## src/rtl/npc_pkg.sv

```systemverilog
package npc_pkg;

   localparam int unsigned NPC_KIND_W = 3;

   typedef enum logic [NPC_KIND_W-1:0] {
      NPC_SEQ  = 3'd0,
      NPC_BEQ  = 3'd1,
      NPC_BNE  = 3'd2,
      NPC_JMP  = 3'd3,
      NPC_JAL  = 3'd4,
      NPC_JREG = 3'd5
   } npc_kind_e;

endpackage

```

## src/rtl/npc_incr.sv

```systemverilog
module npc_incr #(
   parameter int unsigned XLEN  = 32,
   parameter int unsigned ALIGN = 2
) (
   input  logic [XLEN-1:0] pc_i,
   output logic [XLEN-1:0] pc_plus_o
);
   localparam logic [XLEN-1:0] STEP = XLEN'(1) << ALIGN;

   assign pc_plus_o = pc_i + STEP;
endmodule

```

## src/rtl/npc_branch_tgt.sv

```systemverilog
module npc_branch_tgt #(
   parameter int unsigned XLEN        = 32,
   parameter int unsigned OFFS_W      = 16,
   parameter int unsigned ALIGN       = 2,
   parameter bit          SIGNED_OFFS = 1'b1
) (
   input  logic [XLEN-1:0]   pc_plus_i,
   input  logic [OFFS_W-1:0] offs_i,
   output logic [XLEN-1:0]   target_o
);
   localparam int unsigned EXT_W = XLEN - OFFS_W - ALIGN;

   logic             fill;
   logic [XLEN-1:0]  scaled;

   generate
      if (SIGNED_OFFS) begin : g_sext
         assign fill = offs_i[OFFS_W-1];
      end else begin : g_zext
         assign fill = 1'b0;
      end

      if (ALIGN == 0) begin : g_noshift
         assign scaled = {{EXT_W{fill}}, offs_i};
      end else begin : g_shift
         assign scaled = {{EXT_W{fill}}, offs_i, {ALIGN{1'b0}}};
      end
   endgenerate

   assign target_o = pc_plus_i + scaled;
endmodule

```

## src/rtl/npc_jump_tgt.sv

```systemverilog
module npc_jump_tgt #(
   parameter int unsigned XLEN  = 32,
   parameter int unsigned TGT_W = 26,
   parameter int unsigned ALIGN = 2
) (
   input  logic [XLEN-TGT_W-ALIGN-1:0] region_i,
   input  logic [TGT_W-1:0]            field_i,
   output logic [XLEN-1:0]             target_o
);
   generate
      if (ALIGN == 0) begin : g_noshift
         assign target_o = {region_i, field_i};
      end else begin : g_shift
         assign target_o = {region_i, field_i, {ALIGN{1'b0}}};
      end
   endgenerate
endmodule

```

## src/rtl/npc_select.sv

```systemverilog
module npc_select
   import npc_pkg::*;
#(
   parameter int unsigned XLEN = 32
) (
   input  npc_kind_e       kind_i,
   input  logic            equal_i,
   input  logic [XLEN-1:0] pc_plus_i,
   input  logic [XLEN-1:0] br_tgt_i,
   input  logic [XLEN-1:0] j_tgt_i,
   input  logic [XLEN-1:0] reg_tgt_i,
   output logic [XLEN-1:0] next_o,
   output logic            link_o
);
   always_comb begin
      next_o = pc_plus_i;
      link_o = 1'b0;
      case (kind_i)
         NPC_BEQ:  if (equal_i)  next_o = br_tgt_i;
         NPC_BNE:  if (!equal_i) next_o = br_tgt_i;
         NPC_JMP:  next_o = j_tgt_i;
         NPC_JAL: begin
            next_o = j_tgt_i;
            link_o = 1'b1;
         end
         NPC_JREG: next_o = reg_tgt_i;
         default:  next_o = pc_plus_i;
      endcase
   end
endmodule

```

## src/rtl/next_pc_unit.sv

```systemverilog
module next_pc_unit
   import npc_pkg::*;
#(
   parameter int unsigned XLEN         = 32,
   parameter int unsigned INSTR_W      = 32,
   parameter int unsigned OFFS_W       = 16,
   parameter int unsigned TGT_W        = 26,
   parameter int unsigned ALIGN        = 2,
   parameter int unsigned REG_W        = 5,
   parameter int unsigned LINK_REG     = 31,
   parameter bit          SIGNED_OFFS  = 1'b1,
   parameter bit          REGION_PLUS  = 1'b1
) (
   input  logic [XLEN-1:0]       pc_i,
   input  logic [INSTR_W-1:0]    instr_i,
   input  logic                  regs_equal_i,
   input  logic [XLEN-1:0]       jr_target_i,
   input  logic [NPC_KIND_W-1:0] kind_i,
   output logic [XLEN-1:0]       next_pc_o,
   output logic                  link_we_o,
   output logic [REG_W-1:0]      link_idx_o,
   output logic [XLEN-1:0]       link_data_o
);
   localparam int unsigned HI_W = XLEN - TGT_W - ALIGN;

   generate
      if (TGT_W + ALIGN >= XLEN) begin : g_bad_tgt
         $error("jump field plus alignment must leave region bits");
      end
      if (OFFS_W + ALIGN > XLEN) begin : g_bad_offs
         $error("branch offset too wide for address");
      end
      if (TGT_W > INSTR_W || OFFS_W > TGT_W) begin : g_bad_fields
         $error("instruction fields do not fit the word");
      end
      if (LINK_REG >= (1 << REG_W)) begin : g_bad_link
         $error("link register index out of range");
      end
   endgenerate

   npc_kind_e        kind;
   logic [XLEN-1:0]  pc_plus;
   logic [XLEN-1:0]  br_tgt;
   logic [XLEN-1:0]  j_tgt;
   logic [HI_W-1:0]  region;
   logic             unused_opcode;

   assign kind          = npc_kind_e'(kind_i);
   assign unused_opcode = ^instr_i[INSTR_W-1:TGT_W];

   npc_incr #(.XLEN(XLEN), .ALIGN(ALIGN)) u_incr (
      .pc_i      (pc_i),
      .pc_plus_o (pc_plus)
   );

   npc_branch_tgt #(
      .XLEN(XLEN), .OFFS_W(OFFS_W), .ALIGN(ALIGN), .SIGNED_OFFS(SIGNED_OFFS)
   ) u_br (
      .pc_plus_i (pc_plus),
      .offs_i    (instr_i[OFFS_W-1:0]),
      .target_o  (br_tgt)
   );

   generate
      if (REGION_PLUS) begin : g_region_plus
         assign region = pc_plus[XLEN-1 -: HI_W];
      end else begin : g_region_cur
         assign region = pc_i[XLEN-1 -: HI_W];
      end
   endgenerate

   npc_jump_tgt #(.XLEN(XLEN), .TGT_W(TGT_W), .ALIGN(ALIGN)) u_jmp (
      .region_i (region),
      .field_i  (instr_i[TGT_W-1:0]),
      .target_o (j_tgt)
   );

   npc_select #(.XLEN(XLEN)) u_sel (
      .kind_i    (kind),
      .equal_i   (regs_equal_i),
      .pc_plus_i (pc_plus),
      .br_tgt_i  (br_tgt),
      .j_tgt_i   (j_tgt),
      .reg_tgt_i (jr_target_i),
      .next_o    (next_pc_o),
      .link_o    (link_we_o)
   );

   assign link_idx_o  = REG_W'(LINK_REG);
   assign link_data_o = pc_plus;
endmodule

```

## config.mk

```make
export PLATFORM = sky130hd
export DESIGN_NAME = next_pc_unit
export DESIGN_NICKNAME = d
export VERILOG_FILES = /design/src/rtl/npc_pkg.sv /design/src/rtl/npc_incr.sv /design/src/rtl/npc_branch_tgt.sv /design/src/rtl/npc_jump_tgt.sv /design/src/rtl/npc_select.sv /design/src/rtl/next_pc_unit.sv
export SDC_FILE = /design/constraint.sdc
export NUM_CORES = 1
export LEC_CHECK = 0
export ABC_AREA = 1
export CAP_MARGIN = 10
export CORE_MARGIN = 8
export CORE_UTILIZATION = 49
export DETAILED_ROUTE_END_ITERATION = 10
export GPL_TIMING_DRIVEN = 1
export PLACE_DENSITY = 0.91
export SYNTH_ARGS = -nofsm -noshare
export SYNTH_HDL_FRONTEND = slang
export SYNTH_SLANG_ARGS = --single-unit
export TNS_END_PERCENT = 10
```

## constraint.sdc

```tcl
create_clock -name vclk -period 13.2
set_input_delay 3.96 -clock vclk [all_inputs]
set_output_delay 3.96 -clock vclk [all_outputs]
set_load 0.01 [all_outputs]
```

### Word level (Yosys, flattened, before mapping)

Cells that the tools add are included.

| word-level totals | value |
|---|---|
| bits in registers | 0 |
| output and inout port bits | 70 |
| logic and storage cells | 12 |

| operators by class | value |
|---|---|
| add/subtract/negate cells | 2 |
| equal/unequal tests | 5 |
| multiplexer cells | 4 |
| reductions and logical operators | 1 |

Operators with widths:

| kind | count |
|---|---|
| case mux 32 bit (4 select lines) | 1 |
| 2-to-1 mux 32 bit | 2 |
| adder 32 x 3 -> 32 bit (second input constant) | 1 |
| adder 32 bit | 1 |
| == test 3 x 2 -> 1 bit (second input constant) | 2 |
| == test 3 bit (second input constant) | 2 |
| == test 3 x 1 -> 1 bit (second input constant) | 1 |
| OR reduction 2 bit | 1 |
| 2-to-1 mux 1 bit | 1 |

### Longest topological paths before layout

| logic depth | value |
|---|---|
| word-level depth | 4 |
| gate-level depth with buffers | 23 |
| depth with buffers taken out | 23 |

### Modules after synthesis

Synthesis repeated with hierarchy kept, for this count alone.

| unflattened totals | value |
|---|---|
| cell total of the unflattened synthesis | 1221 |
| area total of the unflattened synthesis | 5724.2 µm² |

By module, submodules not included:

| module | times used | cells an instance | area each (µm²) |
|---|---|---|---|
| npc_select | 1 | 557 | 2283.4 |
| npc_branch_tgt | 1 | 448 | 2245.9 |
| npc_incr | 1 | 177 | 909.6 |
| npc_jump_tgt | 1 | 33 | 244.0 |
| next_pc_unit | 1 | 6 | 41.3 |

### Worst setup path before layout

Ideal clock, no wire load.

| timing path | value |
|---|---|
| kind | input-to-output |
| start | input pc_i[2] |
| end | output next_pc_o[25] |
| arrival | 6.203 ns |
| slack | 3.037 ns |
| stages | 17 |
| buffers on the path | 0 |
| cells stage by stage | ha_1 nand2_1 nor3_2 inv_1 nor2_2 nand2_1 xnor2_2 ha_1 nand2_1 inv_1 a21oi_1 nor2_1 nor2_1 nand3_1 nand2_1 nand3_1 a21oi_1 |

| between the ends | value |
|---|---|
| cells in the longest elaborated chain, start to end | 4 |
| elaborated cells on any way between the ends | 5 |
| those cells by class | 2 x add/sub; 3 x mux |

RTL lines:

| item | line | source |
|---|---|---|
| from (decl) | next_pc_unit.sv:14 | `input logic [XLEN-1:0] pc_i,` |
| adder 32 x 3 -> 32 bit (*) | npc_incr.sv:10 | `assign pc_plus_o = pc_i + STEP;` |
| net link_data_o[20] | next_pc_unit.sv:22 | `output logic [XLEN-1:0] link_data_o` |
| adder 32 bit (*) | npc_branch_tgt.sv:30 | `assign target_o = pc_plus_i + scaled;` |
| 2-to-1 mux 32 bit (on tied branches) | npc_select.sv:20, npc_select.sv:19 |  |
| case mux 32 bit (4 select lines) (*) | npc_select.sv:18 | `case (kind_i)` |
| to (decl) | next_pc_unit.sv:19 | `output logic [XLEN-1:0] next_pc_o,` |

The timed path passes the listed nets; every way through them passes the cells marked *.

### Final worst setup path

| timing path | value |
|---|---|
| start | input pc_i[2] |
| end | output next_pc_o[31] |

| between the ends | value |
|---|---|
| cells in the longest elaborated chain, start to end | 4 |
| elaborated cells on any way between the ends | 5 |
| those cells by class | 2 x add/sub; 3 x mux |

RTL lines:

| item | line |
|---|---|
| adder 32 x 3 -> 32 bit (*) | npc_incr.sv:10 |
| adder 32 bit | npc_branch_tgt.sv:30 |
| 2-to-1 mux 32 bit (on tied branches) | npc_select.sv:20, npc_select.sv:19 |
| case mux 32 bit (4 select lines) (*) | npc_select.sv:18 |

Mark *: on every way between the ends. The rest lies on a longest branch, timed or not.

==> impl_metrics.json <==
{
  "cpPeakStageDelay_ns": 0.58,
  "clockBufferCount": 0,
  "post-route-min-period_ns": 11.90,
  "wirelength_mm": 17.0,
  "vdd_drop_max_mv": 0.0262,
  "critPathLaunchType": "input port",
  "critical-path-slowest-cell": "clkdlybuf4s50_1",
  "synthSimpleGateAreaFrac": 0.492,
  "fp-row-count": 32,
  "min_from": "pc_i[0]",
  "synth_top_cell_by_area": "nand2_1",
  "vias_per_cell": 5.62,
  "regArea_sq_um": 0,
  "hold_violations": 0,
  "cp_cell_sequence": "clkdlybuf4s50_1 -> ha_1 -> nand2_1 -> nor2_1 -> nand2_2 -> nor2_2 -> xor2_1 -> inv_1 -> ha_1 -> nand2_1 -> nor2_1 -> inv_1 -> nor2_1 -> nand2_1 -> nand2_1 -> a21oi_1 -> nand2_1 -> nand3_1 -> a21oi_2 -> clkdlybuf4s50_1",
  "num_antenna_cells": 0,
  "drive_above_1_share": 0.0549,
  "post_cts_buffers": 0,
  "drtIter0Drc": 490,
  "worst_pin_slew_ns": 0.835,
  "synth_xor_xnor_area_share": 0.0667,
  "antenna_found_initial": 0,
  "start_util": 0.505,
  "synth_cell_types": 45,
  "crit_required_ns": 9.24,
  "power_uw": 240,
  "tns_ns": 0,
  "firstDrtPassIters": 5,
  "worstHoldPathType": "input port to primary output",
  "routed-via-count": 5583,
  "grt_pass1_wl_mm": 27.5,
  "synth.most_common_cell": "nand2_1",
  "worstPathArrival_ns": 7.94,
  "synth_common_cells": "nand2_1 (245), inv_1 (121), nor2_1 (71)",
  "synth_area_leaders": "nand2_1 (24%), inv_1 (12%), ha_1 (11%)",
  "synth-compound-area-share": 0.168,
  "drv_cap": 0,
  "p_leak_nw": 2.71,
  "worstSetupPathType": "input port to primary output",
  "synth_top_area_share": 0.236,
  "syn_inst": 745,
  "worst_path_most_repeated_cell": "nand2_1",
  "ant_nets": 0,
  "cp-end-kind": "primary output",
  "finalSetupViolCount": 0,
  "gr-total-overflow": 0,
  "io-pin-count": 170,
  "yosysSeqAreaShare": 0,
  "finalWeightedCongestion": 0.998,
  "run_status": "complete, no violations",
  "hpwl_mm": 14.6,
  "seq_cell_count": 0,
  "grt_setup_unrepaired": "false",
  "holdBufCountCts": 0,
  "fin_hold_ws_ns": 8.82,
  "cp_max_fo": 5,
  "power_density_nw_per_um2": 43.5,
  "report.final.slew_viol_count": 0,
  "area_growth_pct": 41.5,
  "wire_per_inst_um": 17.1,
  "drc": 0,
  "fmax_mhz": 84.0,
  "portBuffers": 159,
  "die_w_um": 105,
  "fin_crit_sh": 0.902,
  "grt_max_degree": 32,
  "synth_fa_ha_area_frac": 0.117,
  "synth_top_family_by_area": "simple AND/OR/NAND/NOR gates",
  "nets": 1030,
  "cts_resized": 0,
  "yosysWarnings": 0,
  "grt_pass1_vias": 5617,
  "grt_usage": 0.295,
  "hold_end": "link_data_o[0]",
  "holdPathStages": 2,
  "relSlewSlack": 0.442,
  "die_height_um": 105,
  "synthMuxAreaShare": 0,
  "syn_avg_cell_area_sq_um": 5.24,
  "core_area_sq_um": 7730,
  "netlist_area_sq_um": 3900,
  "die-area_sq_um": 11100
}
## routing by layer
| metal | wire length [um] | vias to the layer above | part of all wire | track usage |
|---|---|---|---|---|
| met5 | 0 | - | 0 | 0 |
| met4 | 509 | 0 | 0.030 | 0.0826 |
| met3 | 1480 | 38 | 0.087 | 0.0390 |
| met2 | 8150 | 295 | 0.48 | 0.523 |
| met1 | 6840 | 2563 | 0.40 | 0.361 |
| li1 | - | 2687 | - | - |
## stage by stage
step           instances  utilization  setup WS, ns  instance area (sq um)
6_report             994        0.714          1.30                   5520
4_1_cts              994        0.714          1.40                   5520
2_1_floorplan        749            -          3.04                   3920
3_5_place_dp         994        0.714          1.41                   5520
3_3_place_gp         994        0.714          1.53                   5520
5_1_grt              994        0.714         0.995                   5520
## worst max-delay path: cells and delay by family
family,cells,cell delay [ns]
compound gates,2,0.25
xor+xnor,1,0.40
fa+ha+maj,2,0.58
buf+inv,4,1.36
simple gates,11,1.38
## report_power, final
part	switching, mW	total [mW]	internal [mW]
Clock	0	0	0
Combinational	0.133	0.240	0.108
Sequential	0	0	0
Total	0.133	0.240	0.108
## cell usage in the layout (no fill, tap or decap), drive strengths merged
cell and count:
nand3b 2, nand4 8, xor2 15, or2 3, and2 3, nor2 86
nand3 65, nand2b 1, ha 35, clkdlybuf4s50 159, o221ai 7, a21o 2
inv 127, nand2 251, a21oi 42, buf 1, a22oi 20, fa 1
o2111ai 2, o211ai 5, xnor2 13, nor3 18, o21bai 7, o21ai 13
nor4 1, conb 5
## cells by family (layout without fill, tap and decap cells)
group,count (synthesis),count (layout)
buf+inv,144,287
compound gates,98,98
xor+xnor,28,28
other cells,1,5
fa+ha+maj,36,36
simple gates,438,438
## area by class of cell
| class | instances | area [sq um] |
|---|---|---|
| Multi-Input combinational cell | 605 | 3310 |
| Fill cell | 681 | 2210 |
| Timing Repair Buffer | 160 | 1600 |
| Inverter | 127 | 479 |
| Tap cell | 102 | 128 |
## how the worst max path moves through the flow
| stage | from | endpoint | slack (ns) | cells after the start |
|---|---|---|---|---|
| 3_5_place_dp | pc_i[2] | next_pc_o[23] | 1.41 | 21 |
| 3_3_place_gp | pc_i[2] | next_pc_o[31] | 1.53 | 20 |
| 4_1_cts | pc_i[2] | next_pc_o[23] | 1.40 | 21 |
| 2_1_floorplan | pc_i[2] | next_pc_o[25] | 3.04 | 17 |
| 5_1_grt | pc_i[2] | next_pc_o[23] | 0.99 | 21 |
| 6_report | pc_i[2] | next_pc_o[31] | 1.30 | 20 |
Note: power is estimated with default switching activity, not from simulation.
